$ cat src/rtl/tmr_pkg.sv
package tmr_pkg;
  localparam int unsigned RD_W = 32;

  typedef struct packed {
    logic udis;
    logic urs;
    logic opm;
    logic arpe;
  } tmr_mode_t;
endpackage

$ cat src/rtl/tmr_presc.sv
module tmr_presc #(
  parameter int unsigned PSC_W = 16
) (
  input  logic             clk_i,
  input  logic             rst_ni,
  input  logic             run_i,
  input  logic             clr_i,
  input  logic [PSC_W-1:0] ratio_i,
  output logic             tick_o
);
  logic [PSC_W-1:0] div_q;

  assign tick_o = run_i && (div_q == ratio_i);

  always_ff @(posedge clk_i or negedge rst_ni) begin
    if (!rst_ni)     div_q <= '0;
    else if (clr_i)  div_q <= '0;
    else if (tick_o) div_q <= '0;
    else if (run_i)  div_q <= div_q + 1'b1;
  end
endmodule

$ cat src/rtl/tmr_count.sv
module tmr_count #(
  parameter int unsigned CNT_W = 16
) (
  input  logic             clk_i,
  input  logic             rst_ni,
  input  logic             tick_i,
  input  logic             clr_i,
  input  logic [CNT_W-1:0] limit_i,
  output logic [CNT_W-1:0] cnt_o,
  output logic             wrap_o
);
  logic [CNT_W-1:0] cnt_q;

  assign wrap_o = tick_i && (cnt_q == limit_i);
  assign cnt_o  = cnt_q;

  always_ff @(posedge clk_i or negedge rst_ni) begin
    if (!rst_ni)     cnt_q <= '0;
    else if (clr_i)  cnt_q <= '0;
    else if (wrap_o) cnt_q <= '0;
    else if (tick_i) cnt_q <= cnt_q + 1'b1;
  end
endmodule

$ cat src/rtl/tmr_upd.sv
module tmr_upd
  import tmr_pkg::*;
(
  input  logic      clk_i,
  input  logic      rst_ni,
  input  tmr_mode_t mode_i,
  input  logic      wrap_i,
  input  logic      ug_i,
  input  logic      cen_we_i,
  input  logic      cen_wdata_i,
  input  logic      uif_clr_i,
  input  logic      uie_i,
  output logic      uev_o,
  output logic      update_o,
  output logic      cen_o,
  output logic      uif_o,
  output logic      irq_o
);
  logic flag_set;
  logic update_q, cen_q, uif_q;

  assign uev_o    = !mode_i.udis && (wrap_i || ug_i);
  // request source gates the flag only, not the event itself
  assign flag_set = uev_o && (wrap_i || !mode_i.urs);

  always_ff @(posedge clk_i or negedge rst_ni) begin
    if (!rst_ni) begin
      update_q <= 1'b0;
      cen_q    <= 1'b0;
      uif_q    <= 1'b0;
    end else begin
      update_q <= uev_o;
      if (uev_o && mode_i.opm) cen_q <= 1'b0;
      else if (cen_we_i)       cen_q <= cen_wdata_i;
      if (flag_set)            uif_q <= 1'b1;
      else if (uif_clr_i)      uif_q <= 1'b0;
    end
  end

  assign update_o = update_q;
  assign cen_o    = cen_q;
  assign uif_o    = uif_q;
  assign irq_o    = uif_q && uie_i;
endmodule

$ cat src/rtl/tmr_core.sv
module tmr_core
  import tmr_pkg::*;
#(
  parameter int unsigned CNT_W = 16,
  parameter int unsigned PSC_W = 16
) (
  input  logic             clk_i,
  input  logic             rst_ni,
  input  logic             cen_we_i,
  input  logic             cen_wdata_i,
  input  logic             udis_i,
  input  logic             urs_i,
  input  logic             opm_i,
  input  logic             arpe_i,
  input  logic             remap_i,
  input  logic             uie_i,
  input  logic             ug_i,
  input  logic             uif_clr_i,
  input  logic             psc_we_i,
  input  logic [PSC_W-1:0] psc_wdata_i,
  input  logic             arr_we_i,
  input  logic [CNT_W-1:0] arr_wdata_i,
  output logic [CNT_W-1:0] cnt_o,
  output logic [RD_W-1:0]  cnt_rd_o,
  output logic             update_o,
  output logic             uif_o,
  output logic             irq_o,
  output logic             cen_o
);
  localparam int unsigned PAD_W = RD_W - 1 - CNT_W;

  tmr_mode_t        mode;
  logic [PSC_W-1:0] psc_pre_q, psc_act_q;
  logic [CNT_W-1:0] arr_pre_q, arr_sh_q, limit;
  logic             tick, wrap, uev, cen;
  logic [CNT_W-1:0] cnt;

  assign mode = '{udis: udis_i, urs: urs_i, opm: opm_i, arpe: arpe_i};

  always_ff @(posedge clk_i or negedge rst_ni) begin
    if (!rst_ni) begin
      psc_pre_q <= '0;
      psc_act_q <= '0;
      arr_pre_q <= '0;
      arr_sh_q  <= '0;
    end else begin
      if (psc_we_i) psc_pre_q <= psc_wdata_i;
      if (arr_we_i) arr_pre_q <= arr_wdata_i;
      if (uev) begin
        psc_act_q <= psc_pre_q;
        arr_sh_q  <= arr_pre_q;
      end
    end
  end

  // unbuffered reload reads the written register directly
  assign limit = mode.arpe ? arr_sh_q : arr_pre_q;

  tmr_presc #(.PSC_W(PSC_W)) u_presc (
    .clk_i   (clk_i),
    .rst_ni  (rst_ni),
    .run_i   (cen),
    .clr_i   (ug_i),
    .ratio_i (psc_act_q),
    .tick_o  (tick)
  );

  tmr_count #(.CNT_W(CNT_W)) u_count (
    .clk_i   (clk_i),
    .rst_ni  (rst_ni),
    .tick_i  (tick),
    .clr_i   (ug_i),
    .limit_i (limit),
    .cnt_o   (cnt),
    .wrap_o  (wrap)
  );

  tmr_upd u_upd (
    .clk_i       (clk_i),
    .rst_ni      (rst_ni),
    .mode_i      (mode),
    .wrap_i      (wrap),
    .ug_i        (ug_i),
    .cen_we_i    (cen_we_i),
    .cen_wdata_i (cen_wdata_i),
    .uif_clr_i   (uif_clr_i),
    .uie_i       (uie_i),
    .uev_o       (uev),
    .update_o    (update_o),
    .cen_o       (cen),
    .uif_o       (uif_o),
    .irq_o       (irq_o)
  );

  assign cnt_o    = cnt;
  assign cen_o    = cen;
  assign cnt_rd_o = {remap_i & uif_o, {PAD_W{1'b0}}, cnt};
endmodule

$ cat config.mk
export PLATFORM = sky130hd
export DESIGN_NAME = tmr_core
export DESIGN_NICKNAME = d
export VERILOG_FILES = /design/src/rtl/tmr_pkg.sv /design/src/rtl/tmr_presc.sv /design/src/rtl/tmr_count.sv /design/src/rtl/tmr_upd.sv /design/src/rtl/tmr_core.sv
export SDC_FILE = /design/constraint.sdc
export NUM_CORES = 1
export LEC_CHECK = 0
export BUFFER_PORTS_ARGS = -buffer_cell sky130_fd_sc_hd__buf_2
export CAP_MARGIN = 5
export CORE_AREA = 8 8 157 115
export CTS_CLUSTER_DIAMETER = 40
export DETAILED_ROUTE_END_ITERATION = 16
export DIE_AREA = 0 0 165 123
export PLACE_DENSITY_LB_ADDON = 0.08
export SLEW_MARGIN = 30
export SYNTH_ARGS = -nofsm -noshare
export SYNTH_HDL_FRONTEND = slang
export SYNTH_SLANG_ARGS = --single-unit
$ cat constraint.sdc
create_clock -name clk_i -period 5.14 [get_ports clk_i]
set_input_delay 0.514 -clock clk_i [delete_from_list [all_inputs] [get_ports clk_i]]
set_output_delay 0.514 -clock clk_i [all_outputs]
set_load 0.01 [all_outputs]
==> key figures, run 1 <==
Run status
  • Status: completed

Worst setup path
  • Max Fanout on Critical Path: 25
  • RR Startpoint: u_presc.div_q[5]
  • R2R Setup Slk: 1.83 ns
  • Worst setup path start: u_presc.div_q[5]
  • Critical R2R Capture: u_count.cnt_o[10]
  • Crit end category: flip-flop
  • R2R depth: 7
  • Critical path endpoint: u_count.cnt_o[10]
  • Crit start category: flip-flop
  • Worst path required time: 5.37 ns
  • CP arrival: 3.54 ns
  • Crit path kind: flip-flop to flip-flop

Clocking
  • Post_cts resized: 0
  • Clock Path Buffers: 2
  • Hold_buf cts: 0
  • Clock latency on the worst-skew pair: 0.36 ns
  • Clk slew on worst S/H paths: 0.08 ns
  • H-Tree Depth: 3
  • Setup Fix Bufs, Post-CTS: 0
  • Num CTS Buffers: 9
  • CTS Sinks: 99
  • CTS tree: yes
  • Root Buffer: clkbuf_16

Synthesis
  • Cells after synthesis: 674
  • Synth top area share: 40.4%
  • Sequential share of the synthesized area: 40.4%
  • Area contributors post-synth: dfrtp_1, nand2_1, xor2_1, mux2i_1, buf_4
  • FFs w/ async S/R, synth: 100%
  • Most used DFF post-synth: dfrtp_1
  • Syn_area_per_cell: 9.09 um2
  • Commonest cells in the netlist: dfrtp_1, nand2_1, inv_1, o21ai_0, xor2_1
  • Post-synth EDFFs: 0
  • Count of different cell masters after synthesis: 48
  • Count leader, synth: dfrtp_1
  • Seq cells post-synth: 99
  • Ys Warns: 0
  • Cell taking the most area after synthesis: dfrtp_1
  • Mapped Area: 0.00613 mm2

Floorplan
  • I/O pins: 98
  • Initial core utilization: 38.9%
  • Die Area: 0.0203 mm2
  • Die Width: 165 um
  • Die Y-Extent: 123 um
  • Core ar.: 0.0158 mm2
  • Row count: 39

Layout
  • Final cell count without fillers: 918
  • Fillers: 1541
  • Register area: 0.00248 mm2
  • Final instance area: 0.00678 mm2
  • Area of the multi-input gates: 0.00309 mm2
  • Share of layout cells above drive strength 1: 18.7%
  • NumNets Final: 756
  • Core Util, Final: 43.0%
  • Ant diodes: 0
  • Syn-to-layout area delta: 10.7%

Detailed routing
  • TritonRoute pass-1 iters: 6
  • Vias: 5168
  • WL per Instance: 18.9 um
  • Final antenna-violating net count: 0
  • Detailed-route DRC error count: 0
  • Drt total wl: 17300 um
  • Initial DRC count: 401
  • Vias/cell: 5.63

STA
  • RSZ-0062 raised after global routing: false
  • Fmax achieved: 0.302 GHz
  • Max-slew violations: 0
  • Layout Skew: 0.0133 ns
  • Setup-failing EPs final: 0
  • Worst Max-Slew Pin Slew: 0.946 ns
  • Setup TNS: 0 ns
  • Tmin final: 3.31 ns
  • Final WS setup: 1.83 ns
  • Crit share post-route: 64.5%
  • Endpoints failing hold: 0
  • Slew headroom: 36.8%
  • Hold WS: 0.163 ns

GRT
  • Global-route usage over all layers: 17.4%
  • Total grt overflow: 0
  • First-pass GRT wire length: 28000 um
  • Number of global-route vias before repair: 5066
  • Initial antenna violation count: 0
  • Largest net degree at the start of global routing: 85

Power and ir drop
  • Total design power: 1.97 mW
  • VDD IR max: 149 uV
  • Pwr Density: 290 mW/mm2
  • P_leak: 2.98 nW

Run
  • Max Cap Violations: 0

Place
  • IO Port Bufs: 82
  • Post-Place Cell Area: 0.00645 mm2
  • Post-DP HPWL: 11400 um
  • Placer congestion estimate: 0.770
  • Placed Cells: 902
  • Pre-CTS setup slack: 1.62 ns

Hold path
  • Worst hold path class: input port to async pin
## area by class of cell
type                            count  share of cell area, %
Tap cell                          205                   3.78
Timing Repair Buffer               90                   7.21
Clock inverter                      7                   1.46
Multi-Input combinational cell    470                   45.6
Inverter                           38                   2.10
Clock buffer                        9                   3.32
Sequential cell                    99                   36.5
## how the worst min path moves through the flow
stage	from	end	slack, ns	depth (start not counted)
3_3_place_gp	psc_pre_q[15]	psc_act_q[15]	0.48	2
5_1_grt	rst_ni	psc_act_q[13]	0.21	1
3_5_place_dp	psc_pre_q[15]	psc_act_q[15]	0.48	2
4_1_cts	rst_ni	psc_pre_q[14]	0.31	1
2_1_floorplan	rst_ni	arr_pre_q[0]	0.22	0
6_report	rst_ni	psc_pre_q[14]	0.16	1
## critical path, stage by stage (launching register included)
cell     delay, ns
dfrtp_1       0.47
xor2_1        0.18
nor4_1        0.07
nand3_1       0.57
or2_1         0.82
buf_4         0.47
nor4_1        0.10
or4_1         0.50
## cell usage in the layout, fill, tap and decap left out, drive strengths merged, types with 18 or more instances in the layout
cell type / count
xor2: 37
buf: 90
nor2: 27
nand2: 95
nor4: 25
nand3: 18
dfrtp: 99
o21ai: 37
inv: 41
mux2i: 32
## report_power, final
part | switching (mW) | total [mW] | internal (mW)
clock | 0.326 | 0.758 | 0.432
combinational | 0.159 | 0.283 | 0.124
sequential | 0.0867 | 0.926 | 0.839
## per-layer routing
metal	up-vias	track usage [%]	part of all wire [%]
li1	2453	-	-
met4	0	4.04	1.1
met2	175	24.4	41
met3	17	3.79	6.2
met1	2523	26.6	52
met5	-	0	0
## registers in the layout, summed over array words and instances (netlist names)
| name | count |
|---|---|
| arr_pre_q | 16 |
| u_upd.update_o | 1 |
| u_presc.div_q | 16 |
| u_count.cnt_o | 16 |
| psc_pre_q | 16 |
| u_upd.uif_o | 1 |
| psc_act_q | 16 |
| arr_sh_q | 16 |
| u_upd.cen_o | 1 |
## logic make-up (layout without fill, tap and decap cells)
| kind of cell | count (synthesis) | in the layout | share of synthesized area, % |
|---|---|---|---|
| AND/OR/NAND/NOR | 251 | 251 | 21.9 |
| buffers and inverters | 119 | 144 | 10.0 |
| AO/OA/AOI/OAI | 113 | 113 | 13.2 |
| flip-flops | 99 | 99 | 40.4 |
| multiplexers | 48 | 48 | 8.16 |
| XOR/XNOR | 41 | 41 | 5.86 |
| adder cells (fa/ha/maj) | 2 | 2 | 0.408 |
| other | 1 | 15 | 0.0612 |
Note: power is estimated with default switching activity, not from simulation.
==> run 2: changes to the inputs <==
Clock period 5.14 ns to 2.85 ns, I/O delays scaled along.
==> run 2 against run 1 <==
Combinational power rose by 90%. Non-clock buffer count is 13 higher. Die area stayed put. Total power grew 77%. Clock power up 69%. Setup slack got worse by 1.5 ns. Utilization grew 0.63 points. Global-route usage is 0.51 points higher. Routed wire length grew 2.6%. Critical path depth did not move. Register-to-register slack worse by 1.5 ns. Hold slack lost 0.16 ns. Highest routed layer unchanged.
==> key figures, run 2 (synthesis gave the netlist of run 1 again) <==
Run status
  • Status: completed

Clocking
  • Num CTS Buffers: 9
  • CTS Sinks: 99
  • Post_cts resized: 0
  • Clock latency on the worst-skew pair: 0.36 ns
  • Clk slew on worst S/H paths: 0.08 ns
  • Clock Path Buffers: 2
  • H-Tree Depth: 3
  • CTS tree: yes
  • Hold_buf cts: 0
  • Root Buffer: clkbuf_16
  • Setup Fix Bufs, Post-CTS: 0

Worst setup path
  • Worst setup path start: u_presc.div_q[2]
  • Crit end category: flip-flop
  • R2R Setup Slk: 0.32 ns
  • R2R depth: 7
  • Worst path required time: 3.09 ns
  • Critical R2R Capture: u_presc.div_q[14]
  • CP max-delay cell: or2_1
  • CP arrival: 2.77 ns
  • Max Fanout on Critical Path: 18
  • Crit path kind: flip-flop to flip-flop
  • Crit start category: flip-flop
  • Max incr delay on CP: 0.50 ns
  • Critical Path, Cell by Cell: xor2_1 > nor4_2 > nand3_2 > or2_1 > buf_4 > a21o_1 > a32o_1
  • RR Startpoint: u_presc.div_q[2]

STA
  • Hold WS: 0.00490 ns
  • Crit share post-route: 88.9%
  • Slew headroom: 44.9%
  • Endpoints failing hold: 0
  • Setup-failing EPs final: 0
  • RSZ-0062 raised after global routing: false
  • Tmin final: 2.53 ns
  • Setup TNS: 0 ns
  • Worst Max-Slew Pin Slew: 0.827 ns
  • Layout Skew: 0.0148 ns
  • Fmax achieved: 0.395 GHz
  • Max-slew violations: 0

Layout
  • Most frequent cells in the layout: dfrtp_1, nand2_1, buf_2
  • Syn-to-layout area delta: 12.3%
  • Share of layout cells above drive strength 1: 20.1%
  • Register area: 0.00248 mm2
  • Fillers: 1565
  • Area of the multi-input gates: 0.00309 mm2
  • NumNets Final: 769
  • Core Util, Final: 43.7%
  • Most common cell after layout, fill and taps aside: dfrtp_1
  • Ant diodes: 0

Power and ir drop
  • VDD IR max: 340 uV
  • Total design power: 3.47 mW
  • Internal power: 2.45 mW
  • Switching portion of total power: 29.4%
  • Pwr Density: 505 mW/mm2
  • P_leak: 3.04 nW
  • Gate power share: 15.5%
  • Switching pwr: 1.02 mW
  • Clk pwr share: 36.8%
  • Reg power frac: 47.8%

Floorplan
  • Die Y-Extent: 123 um
  • Die Width: 165 um
  • Core ar.: 0.0158 mm2
  • Die Area: 0.0203 mm2
  • Row count: 39
  • Initial core utilization: 38.9%
  • I/O pins: 98

GRT
  • Largest net degree at the start of global routing: 58
  • First-pass GRT wire length: 28600 um
  • Initial antenna violation count: 0
  • Global-route usage over all layers: 17.9%
  • Total grt overflow: 0
  • Number of global-route vias before repair: 5269

Detailed routing
  • TritonRoute pass-1 iters: 7
  • Drt total wl: 17800 um
  • WL per Instance: 19.1 um
  • Vias: 5294
  • Initial DRC count: 456
  • Final antenna-violating net count: 0
  • Detailed-route DRC error count: 0
  • Vias/cell: 5.69

Run
  • Max Cap Violations: 0

Place
  • Post-DP HPWL: 12000 um
  • Placer congestion estimate: 0.809
  • IO Port Bufs: 82

Hold path
  • Worst hold path class: input port to async pin
==> run 2: cell count changes in the layout (fill, tap and decap cells not counted) <==
cell / previous run / this run
bufinv_16: 2 / 1
buf_12: 1 / 3
clkinv_2: 1 / 2
buf_6: 1 / 0
inv_6: 3 / 0
clkbuf_8: 0 / 1
clkinv_4: 0 / 2
buf_4: 7 / 19
==> run 2: layout make-up <==
class                           count  area share [%]
Timing Repair Buffer              103            8.84
Sequential cell                    99            36.0
Clock inverter                      6           0.945
Tap cell                          205            3.73
Inverter                           38            2.07
Clock buffer                       10            3.47
Multi-Input combinational cell    470            44.9
==> run 2: worst max path at each step <==
stage | to | slack [ns] | depth (start not counted)
after floorplan | psc_act_q[10] | 0.60 | 10
after global placement | u_count.cnt_o[14] | 0.35 | 9
after detailed placement | u_count.cnt_o[10] | 0.25 | 9
after CTS | u_presc.div_q[14] | 0.32 | 7
after global routing | u_presc.div_q[14] | 0.21 | 7
final | u_presc.div_q[14] | 0.32 | 7
==> run 2: worst max-delay path, delay by kind of cell, from the launching register on <==
| family | cells | cell delay (ns) |
|---|---|---|
| AND/OR/NAND/NOR | 3 | 0.95 |
| flip-flops | 1 | 0.49 |
| buffers and inverters | 1 | 0.34 |
| XOR/XNOR | 1 | 0.20 |
| AO/OA/AOI/OAI | 2 | 0.42 |
==> run 2: power by group through the flow <==
stage                     Sequential [mW]  Clock, mW  Combinational [mW]
after floorplan                      1.64          0               0.384
after global placement               1.68          0               0.524
after detailed placement             1.68          0               0.541
after CTS                            1.66       1.31               0.543
after global routing                 1.68       1.37               0.611
final                                1.66       1.28               0.537
==> run 2: metal layers <==
layer	wire length (um)	global-route usage (%)	vias to the layer above
li1	-	-	2483
met1	9010	27.0	2599
met2	7180	24.7	201
met3	1410	4.66	11
met4	177	4.88	0
met5	0	0	-
==> run 2: per-stage QoR <==
step                worst slack (ns)  std cells  instance area (um2)
floorplan                      0.595        688                 6180
global placement               0.346        915                 6580
detailed placement             0.252        915                 6580
CTS                            0.318        931                 6880
global route                   0.209        931                 6880
finish                         0.316        931                 6880
